**src/rtl/adc_trig_pkg.sv**
```systemverilog
package adc_trig_pkg;

   typedef enum logic [3:0] {
      S_IDLE,
      S_CH_SETUP,
      S_CONV_LOW,
      S_CONV_HIGH,
      S_WAIT_BUSY_HI,
      S_WAIT_BUSY_LO,
      S_CS_SETUP,
      S_READ,
      S_QUIET
   } trig_state_e;

   // ceil(ns / period), never below one cycle
   function automatic int ns_to_cyc(input int ns, input int period);
      int c;
      c = (ns + period - 1) / period;
      return (c < 1) ? 1 : c;
   endfunction

   function automatic int max2(input int a, input int b);
      return (a > b) ? a : b;
   endfunction

endpackage

```
**src/rtl/trig_sync.sv**
```systemverilog
module trig_sync #(
   parameter int STAGES = 2
) (
   input  logic clk,
   input  logic rst_n,
   input  logic d,
   output logic q
);

   generate
      if (STAGES == 0) begin : g_bypass
         assign q = d;
      end else begin : g_chain
         logic [STAGES-1:0] sr;
         always_ff @(posedge clk or negedge rst_n) begin
            if (!rst_n) sr <= '0;
            else        sr <= {sr[STAGES-2+((STAGES>1)?0:1):0] , d} >> ((STAGES>1)?0:0);
         end
         assign q = sr[STAGES-1];
      end
   endgenerate

endmodule

```
**src/rtl/trig_sat_cnt.sv**
```systemverilog
module trig_sat_cnt #(
   parameter int           W       = 4,
   parameter logic [W-1:0] TOP     = '1,
   parameter bit           RST_TOP = 1'b0
) (
   input  logic         clk,
   input  logic         rst_n,
   input  logic         clr,
   output logic [W-1:0] cnt
);

   always_ff @(posedge clk or negedge rst_n) begin
      if (!rst_n)           cnt <= RST_TOP ? TOP : '0;
      else if (clr)         cnt <= '0;
      else if (cnt != TOP)  cnt <= cnt + 1'b1;
   end

endmodule

```
**src/rtl/trig_req_hold.sv**
```systemverilog
module trig_req_hold (
   input  logic clk,
   input  logic rst_n,
   input  logic req,
   input  logic take,
   output logic req_any
);

   logic pend;

   assign req_any = pend | req;

   always_ff @(posedge clk or negedge rst_n) begin
      if (!rst_n) pend <= 1'b0;
      else        pend <= req_any & ~take;
   end

   AST_REQ_KEPT: assert property (@(posedge clk) disable iff (!rst_n)
      (pend && !take) |=> pend);

endmodule

```
**src/rtl/adc_trig_seq.sv**
```systemverilog
module adc_trig_seq
   import adc_trig_pkg::*;
#(
   parameter int CLK_PERIOD_NS  = 10,
   parameter int CH_W           = 3,
   parameter bit HW_CHAN        = 1'b1,
   parameter int SYNC_STAGES    = 2,
   parameter int T_LOW_NS       = 50,
   parameter int T_HIGH_NS      = 50,
   parameter int T_CYCLE_NS     = 1000,
   parameter int T_CS_SETUP_NS  = 20,
   parameter int T_QUIET_NS     = 50,
   parameter int T_CH_SETUP_NS  = 50,
   parameter int T_BUSY_HI_NS   = 100,
   parameter int T_BUSY_LO_NS   = 1000
) (
   input  logic            clk,
   input  logic            rst_n,
   input  logic            start_req,
   input  logic [CH_W-1:0] ch_sel_in,
   input  logic            busy,
   input  logic            read_done,
   output logic            convst,
   output logic            cs_n,
   output logic [CH_W-1:0] ch_sel,
   output logic            err
);

   // ---- derived cycle counts ----
   localparam int LOW_C   = ns_to_cyc(T_LOW_NS,      CLK_PERIOD_NS);
   localparam int HIGH_C  = ns_to_cyc(T_HIGH_NS,     CLK_PERIOD_NS);
   localparam int CYC_C   = ns_to_cyc(T_CYCLE_NS,    CLK_PERIOD_NS);
   localparam int CSS_C   = ns_to_cyc(T_CS_SETUP_NS, CLK_PERIOD_NS);
   localparam int QUIET_C = ns_to_cyc(T_QUIET_NS,    CLK_PERIOD_NS);
   localparam int CHS_C   = ns_to_cyc(T_CH_SETUP_NS, CLK_PERIOD_NS);
   localparam int BHI_C   = ns_to_cyc(T_BUSY_HI_NS,  CLK_PERIOD_NS) + SYNC_STAGES;
   localparam int BLO_C   = ns_to_cyc(T_BUSY_LO_NS,  CLK_PERIOD_NS) + SYNC_STAGES;

   localparam int DW_MAX  = max2(max2(max2(LOW_C, HIGH_C), max2(CSS_C, QUIET_C)), CHS_C);
   localparam int SS_MAX  = max2(max2(CYC_C, BLO_C), BHI_C);
   localparam int DW_W    = $clog2(DW_MAX + 1);
   localparam int SS_W    = $clog2(SS_MAX + 1);

   localparam logic [DW_W-1:0] DW_TOP  = DW_W'(DW_MAX);
   localparam logic [SS_W-1:0] SS_TOP  = SS_W'(SS_MAX);
   localparam logic [DW_W-1:0] LOW_T   = DW_W'(LOW_C - 1);
   localparam logic [DW_W-1:0] HIGH_T  = DW_W'(HIGH_C - 1);
   localparam logic [DW_W-1:0] CSS_T   = DW_W'(CSS_C - 1);
   localparam logic [DW_W-1:0] QUIET_T = DW_W'(QUIET_C - 1);
   localparam logic [DW_W-1:0] CHS_T   = DW_W'(CHS_C - 1);
   localparam logic [SS_W-1:0] CYC_T   = SS_W'(CYC_C - 1);
   localparam logic [SS_W-1:0] BHI_T   = SS_W'(BHI_C - 1);
   localparam logic [SS_W-1:0] BLO_T   = SS_W'(BLO_C - 1);

   // ---- elaboration checks ----
   generate
      if (CLK_PERIOD_NS < 1) begin : g_bad_period
         $error("adc_trig_seq: CLK_PERIOD_NS must be positive");
      end
      if (CH_W < 1) begin : g_bad_chw
         $error("adc_trig_seq: CH_W must be at least 1");
      end
      if (SYNC_STAGES < 0 || SYNC_STAGES > 4) begin : g_bad_sync
         $error("adc_trig_seq: SYNC_STAGES must be 0..4");
      end
      if (T_BUSY_LO_NS <= T_BUSY_HI_NS) begin : g_bad_to
         $error("adc_trig_seq: busy-low timeout must exceed busy-high timeout");
      end
   endgenerate

   // ---- state and helpers ----
   trig_state_e st, st_nxt;
   logic        busy_s;
   logic        take;
   logic        req_any;
   logic        err_nxt;
   logic        rise_nxt;
   logic [DW_W-1:0] dw;
   logic [SS_W-1:0] ss;

   trig_sync #(.STAGES(SYNC_STAGES)) i_busy_sync (
      .clk   (clk),
      .rst_n (rst_n),
      .d     (busy),
      .q     (busy_s)
   );

   trig_req_hold i_req (
      .clk     (clk),
      .rst_n   (rst_n),
      .req     (start_req),
      .take    (take),
      .req_any (req_any)
   );

   // cycles spent in the current state
   trig_sat_cnt #(.W(DW_W), .TOP(DW_TOP), .RST_TOP(1'b0)) i_dwell (
      .clk   (clk),
      .rst_n (rst_n),
      .clr   (st_nxt != st),
      .cnt   (dw)
   );

   // cycles since the last rising edge of convst (saturated after reset)
   trig_sat_cnt #(.W(SS_W), .TOP(SS_TOP), .RST_TOP(1'b1)) i_since (
      .clk   (clk),
      .rst_n (rst_n),
      .clr   (rise_nxt),
      .cnt   (ss)
   );

   assign take     = (st == S_IDLE) && req_any;
   assign rise_nxt = (st_nxt == S_CONV_HIGH) && (st != S_CONV_HIGH);

   always_comb begin
      st_nxt  = st;
      err_nxt = 1'b0;
      unique case (st)
         S_IDLE:
            if (req_any) st_nxt = HW_CHAN ? S_CH_SETUP : S_CONV_LOW;
         S_CH_SETUP:
            if (dw >= CHS_T) st_nxt = S_CONV_LOW;
         S_CONV_LOW:
            if (dw >= LOW_T && ss >= CYC_T) st_nxt = S_CONV_HIGH;
         S_CONV_HIGH:
            if (dw >= HIGH_T) st_nxt = S_WAIT_BUSY_HI;
         S_WAIT_BUSY_HI:
            if (busy_s) st_nxt = S_WAIT_BUSY_LO;
            else if (ss >= BHI_T) begin
               st_nxt  = S_IDLE;
               err_nxt = 1'b1;
            end
         S_WAIT_BUSY_LO:
            if (!busy_s) st_nxt = S_CS_SETUP;
            else if (ss >= BLO_T) begin
               st_nxt  = S_IDLE;
               err_nxt = 1'b1;
            end
         S_CS_SETUP:
            if (dw >= CSS_T) st_nxt = S_READ;
         S_READ:
            if (read_done) st_nxt = S_QUIET;
         S_QUIET:
            if (dw >= QUIET_T) st_nxt = S_IDLE;
         default:
            st_nxt = S_IDLE;
      endcase
   end

   // state and registered outputs
   always_ff @(posedge clk or negedge rst_n) begin
      if (!rst_n) begin
         st     <= S_IDLE;
         convst <= 1'b0;
         cs_n   <= 1'b1;
         err    <= 1'b0;
      end else begin
         st     <= st_nxt;
         convst <= (st_nxt == S_CONV_HIGH);
         cs_n   <= (st_nxt != S_READ);
         err    <= err_nxt;
      end
   end

   // channel-pair select capture
   generate
      if (HW_CHAN) begin : g_chan
         logic [CH_W-1:0] ch_q;
         always_ff @(posedge clk or negedge rst_n) begin
            if (!rst_n)    ch_q <= '0;
            else if (take) ch_q <= ch_sel_in;
         end
         assign ch_sel = ch_q;

         AST_CHSEL_HELD: assert property (@(posedge clk) disable iff (!rst_n)
            (st != S_IDLE) |=> $stable(ch_sel));
      end else begin : g_nochan
         assign ch_sel = '0;
      end
   endgenerate

   // ---- assertions ----
   AST_HIGH_WIDTH: assert property (@(posedge clk) disable iff (!rst_n)
      $fell(convst) |-> ($past(dw) >= HIGH_T));

   AST_RISE_SPACING: assert property (@(posedge clk) disable iff (!rst_n)
      $rose(convst) |-> ($past(ss) >= CYC_T));

   AST_CS_AFTER_BUSY: assert property (@(posedge clk) disable iff (!rst_n)
      $fell(cs_n) |-> !busy_s);

   AST_NO_OVERLAP: assert property (@(posedge clk) disable iff (!rst_n)
      !(convst && !cs_n));

   AST_ERR_NO_FRAME: assert property (@(posedge clk) disable iff (!rst_n)
      err |-> cs_n);

   AST_ERR_PULSE: assert property (@(posedge clk) disable iff (!rst_n)
      err |=> !err);

endmodule

```
**config.mk**
```make
export PLATFORM = sky130hd
export DESIGN_NAME = adc_trig_seq
export DESIGN_NICKNAME = d
export VERILOG_FILES = /design/src/rtl/adc_trig_pkg.sv /design/src/rtl/trig_sync.sv /design/src/rtl/trig_sat_cnt.sv /design/src/rtl/trig_req_hold.sv /design/src/rtl/adc_trig_seq.sv
export SDC_FILE = /design/constraint.sdc
export NUM_CORES = 1
export LEC_CHECK = 0
export BUFFER_PORTS_ARGS = -buffer_cell sky130_fd_sc_hd__buf_2
export CAP_MARGIN = 20
export CORE_UTILIZATION = 30
export DETAILED_ROUTE_END_ITERATION = 10
export RECOVER_POWER = 100
export SYNTH_ARGS = -nofsm -noshare
export SYNTH_HDL_FRONTEND = slang
export SYNTH_SLANG_ARGS = --single-unit
```
**constraint.sdc**
```tcl
create_clock -name clk -period 4.6 [get_ports clk]
set_input_delay 0.69 -clock clk [delete_from_list [all_inputs] [get_ports clk]]
set_output_delay 0.69 -clock clk [all_outputs]
set_load 0.005 [all_outputs]
```
# Word-level counts from Yosys, hierarchy flattened
# Cells that the tools add are included.
# W data, S select, Z words.
# totals
input_bits	8
reg_bits	23
# op_classes
muxes	21
n_addsub	2
n_reduce_logical	6
bitwise	3
n_eq_ne	14
magnitude_cmp	5
# op_table
op	count
$mux W4	11
$pmux W4 S9	1
$eq A4 B3 Y1 const B	4
$ge A7 B7 Y1 const B	2
$mux W7	2
$eq A4 B2 Y1 const B	3
$add A7 B1 Y7 const B	1
$ge A7 B4 Y1 const B	1
$ne A7 B7 Y1 const B	1
$mux W3	2
$eq A4 B1 Y1 const B	1
$eq A4 B4 Y1 const B	1
$logic_not A4 Y1	1
$mux W1	4
$ne A4 B2 Y1 const B	1
$ne A4 B3 Y1 const B	1
$ne A4 B4 Y1	1
$reduce_bool A2 Y1	2
$add A3 B1 Y3 const B	1
$ge A3 B1 Y1 const B	1
$ge A3 B3 Y1 const B	1
$logic_and A1 B1 Y1	3
$ne A3 B3 Y1 const B	1
$pmux W1 S2	1
other kinds (3)	3

# Depth between registers and ports, before layout
# depth
depth_word	7
depth_mapped	7

# By module
# Synthesis repeated with hierarchy kept, for this count alone.
# unflattened
cells_unflattened	130
area_unflattened_um2	1313.8
# by_module_without_submodules
module	cells_per_inst	area_each_um2	instances
adc_trig_seq	72	681.9	1
trig_sat_cnt (i_since)	38	376.6	1
trig_sat_cnt (i_dwell)	15	163.9	1
trig_sync	2	50.0	1
trig_req_hold	3	41.3	1

# Worst setup path after synthesis
# Ideal clock, no wire load.
# synth_path
path_type	reg-to-reg
start	register i_since.cnt[1]
end	register i_dwell.cnt[1]
setup_time_ns	0.120
synth_period_minus_slack_ns	1.927
t_required_ns	4.480
arrival_ns	1.807
path_buffers	0
slack_ns	2.673
path_stages_with_launch	7
path_cell_list	dfstp_2 ha_1 a211oi_2 a2111oi_4 nor4_1 and4_1 a31o_1
# synth_between
elab_chain_cells	6
# synth_rtl
element	line	rtl
from (decl)	trig_sat_cnt.sv:9	output logic [W-1:0] cnt
from (signal assigned)	trig_sat_cnt.sv:13	if (!rst_n) cnt <= RST_TOP ? TOP : '0;
from (signal assigned)	trig_sat_cnt.sv:15	else if (cnt != TOP) cnt <= cnt + 1'b1;
$ge A7 B7 Y1, or another cell as far along	adc_trig_seq.sv:135	else if (ss >= BLO_T) begin
$mux W4, or another cell as far along	adc_trig_seq.sv:135	
$mux W4, on equally long branches	adc_trig_seq.sv:134, adc_trig_seq.sv:124, adc_trig_seq.sv:128	
$pmux W4 S9 (*)	adc_trig_seq.sv:118	unique case (st)
$ne A4 B4 Y1 (*)	adc_trig_seq.sv:100	.clr (st_nxt != st),
$mux W3 / $reduce_bool A2 Y1 (equally long branches)	n/a	
to (signal assigned)	trig_sat_cnt.sv:13	
to (signal assigned)	trig_sat_cnt.sv:15	
to (decl)	trig_sat_cnt.sv:9	
# Mark *: on every way between the ends. The rest lies on a longest branch, timed or not.
# A chain may end at the register's enable or synchronous reset.

# Final worst setup path
# layout_path
start	register i_since.cnt[0]
end	register i_dwell.cnt[0]
# layout_between
elab_chain_cells	6
# layout_rtl
element	line	rtl
$ge A7 B7 Y1, or another cell as far along	adc_trig_seq.sv:135	
$mux W4, or another cell as far along	adc_trig_seq.sv:135	
$mux W4, on equally long branches	adc_trig_seq.sv:134, adc_trig_seq.sv:124, adc_trig_seq.sv:128	
$pmux W4 S9 (*)	adc_trig_seq.sv:118	
named net st_nxt[0]	adc_trig_seq.sv:72	trig_state_e st, st_nxt;
$ne A4 B4 Y1 (*)	adc_trig_seq.sv:100	
$mux W3 / $reduce_bool A2 Y1 (equally long branches)	n/a	
# The timed path passes the listed nets; every way through them passes the cells marked *.

==> impl_results.md <==
- Internal Dissipation: 458 µW
- Clock Skew: around 2.1 ps
- Detailed-route wire length: approximately 2900 µm
- Mean area per synthesized cell: 9.79 µm²
- Starting Density: a little under a third
- Maximum cell stage delay along the critical path: 480 ps
- Sequential-to-total area share from yosys stat: roughly two fifths
- R2r startpoint: i_since.cnt[0]
- Share of the synthesized area in the top cell type: between 30 and 40%
- Placer's final routability congestion estimate: 0.821
- Series of cell instances along the critical path: ha_1, a211oi_1, a2111oi_4, nor4_1, nand2_1, o21ai_0
- Sum of negative setup slack: 0 ps
- Root buffer cell: clkbuf_8
- Worst reg2reg setup slack: between 2000 and 2500 ps
- Cell types with the largest area share after synthesis: dfrtp_1, dfstp_2, ha_1
- Slew at the pin closest to its max-slew limit: between 1000 and 1500 ps
- Final Critical Period: ~2300 ps
- Result of the run: complete, no violations
- Proportion of power drawn by the clock network: roughly 17%
- Routing usage on met3: ~3.5%
- Placed wire-length estimate: about 2200 µm
- Sequential share of power: between 40% and 50%
- Unrepaired setup endpoints after global routing: no
- Post-synthesis cell count: 143
- Yosys top cell by area: dfrtp_1
- Antenna Cells: 0
- # port buffers: 13
- Post-synth EDFFs: 0
- LEAKAGE: between 0.6 and 0.7 nW
- Number of max-slew violations in the final report: 0
- Overall overflow remaining after global route: 0
- CTS tree: yes
- Fraction of met1 tracks used by global routing: ~16%
- Endpoint type of the worst setup path: register
- Residual DRC: 0
- Area added between synthesis and finish: 9.38%
- Vias: around 1100
- Post-synthesis async set-or-reset flop share: between 90% and 100%
- Fraction of final layout cells with drive strength greater than 1: roughly 17%
- Post-route antenna net violation count: 0
- Final hold violations: 0
- Period utilisation layout: 49.9%
- Max-capacitance violation count: 0
- Syn_nets: between 150 and 200
- Net switching power: between 200 and 300 µW
- Clock slew at the register clock pins of the worst setup and hold paths: 80 ps
- Via density per instance: roughly 5.4
- CTS H-tree depth: 1
- Antenna violations before repair: 0
- Pre-antenna DRT Iters: 4
- Vias in the first global route: between 1000 and 1500
- Maximum fanout count along the critical path: 8
- Clk Latency, worst-skew pair: 260 ps
- Met2 track demand over resource in global routing: a little under a quarter
- Post-CTS Repair Setup Buffers: 0
- Num rows: 24
- Post-CTS Hold Buffers: 0
- PD cells: just under 500 nW/µm²
- Bufs on Longest Clock Path: 2
- Total die area: ~4900 µm²
- Syn. warnings: 0
- Core outline area: between 4000 and 5000 µm²
- Maximum number of pins on one net before global-route repair: 24
- Upper clock frequency limit: ~0.44 GHz
- Required time worst endpoint: approximately 4800 ps
- Die extent in x: between 70 and 80 µm
- Drt wl/cell: roughly 14 µm
- Flip-flop cell with the highest count after synthesis: dfrtp_1
- Worst setup SP type: register
- Drt first-iter violations: around 120
- Source of the critical timing path: i_since.cnt[0]
- I/O pin count: 14
- Final setup margin: 2300 ps
- Global-route wire length before repair: roughly 5300 µm
- Post-CTS resize count: 0
- Type of the worst setup path: register to register
- Worst slew margin relative to its limit: about a fifth
- Number of clock sinks: 23
- Syn Std Cell Area: between 1000 and 1500 µm²
- Sw Share: 38.0%
- Die extent in y: between 70 and 80 µm
- Total GRT Usage: roughly an eighth
- Largest voltage drop on the vdd net: roughly 0.17 mV
- Worst hold start: i_busy_sync.g_chain.sr[0]
- Cell type of the slowest stage on the worst timing path: a211oi_1
- Synthesis-stage register bit count: 23
- Final-report setup violation count: 0
- Number of unique standard cell types used by synthesis: 50
- Class of the tightest hold or removal check: register to register
- Combinational group share of total power: between 30% and 40%
- Arrival time of data at the critical path endpoint: about 2500 ps
- Setup slack after placement: roughly 2500 ps
- Busiest grt layer: met2
- Number of buffers created by CTS: 3
- Final layout net count: roughly 170
[path summary, 6_finish.rpt]
kind	endpoint	depth (start not counted)
max in group asynchronous	err	1
worst min-delay path	i_busy_sync.g_chain.sr[1]	0
worst min register to register	i_busy_sync.g_chain.sr[1]	0
min in group asynchronous	st[3]	1
worst max-delay path	i_dwell.cnt[0]	6
worst max register to register	i_dwell.cnt[0]	6
[power groups by stage]
stage	combinational [mW]	sequential, mW	clock (mW)
floorplan	0.265	0.289	0
detailed placement	0.295	0.333	0
global placement	0.284	0.327	0
global route	0.324	0.339	0.135
CTS	0.296	0.329	0.127
finish	0.288	0.329	0.122
[sequential cells by signal, indices dropped and copies added, names as in the netlist]
name / cells
i_since.cnt: 7
cs_n: 1
err: 1
ch_sel: 3
i_busy_sync.g_chain.sr: 2
i_dwell.cnt: 3
st: 4
i_req.pend: 1
convst: 1
[layout make-up]
type	instances	area [µm²]
inverters	7	26.3
fillers	452	2880
repair buffers	13	60.1
flip-flops and latches	23	582
multi-input cells	107	752
clock inverters	1	5.00
clock buffers	3	41.3
well taps	52	65.1
[cells in the final DEF (no fill, tap or decap), drive strengths merged, types with 4 or more instances in the layout]
master and instances:
ha 6, buf 9, dfrtp 18, xnor2 4, clkbuf 7, dfstp 5, nand2 8, inv 7
o211ai 5, a21oi 7, nor2b 5, nand4 5, o21ai 5, nor2 12
[stage by stage]
| step | cell area [µm²] | total power [mW] | std cells | hold slack (ps) | util [%] |
|---|---|---|---|---|---|
| detailed placement | 1500 | 0.628 | 202 | 337 | 33.9 |
| finish | 1530 | 0.738 | 206 | 355 | 34.7 |
| global route | 1530 | 0.799 | 206 | 378 | 34.7 |
| global placement | 1500 | 0.611 | 202 | 337 | 33.9 |
| floorplan | 1400 | 0.553 | 143 | 331 | - |
| CTS | 1540 | 0.753 | 206 | 357 | 35.0 |
[per-layer routing]
layer	vias up	wire length, µm
li1	542	-
met1	540	1240
met2	21	1540
met3	6	78
met4	0	28
met5	-	0
[cells in the mapped netlist, types with 3 or more instances]
cell,count
o211ai_1,5
dfrtp_1,18
nand2_1,8
xnor2_1,4
nor2_1,11
a21oi_1,7
ha_1,6
dfstp_2,5
nand4_1,5
nand3_1,3
mux2_2,3
nand2b_1,3
o21ai_0,3
inv_1,7
clkbuf_1,3
nor2b_1,5
[kinds of logic after synthesis]
kind of cell,after synthesis,share of synthesized area (%)
and+or+nand+nor,58,24.1
AOI/OAI and AO/OA,33,17.8
DFF,23,41.6
buffers and inverters,13,4.20
adders and majority gates,6,5.36
xor gates and xnor gates,5,3.13
muxes,5,3.84
[worst max-delay path: cells and delay by family, from the launching register on]
kind	cells	cell delay [ps]
AO/OA/AOI/OAI	3	910
adder cells (fa/ha/maj)	1	280
flip-flops	1	460
AND/OR/NAND/NOR	2	560
Power figures use the tool's default switching activity.
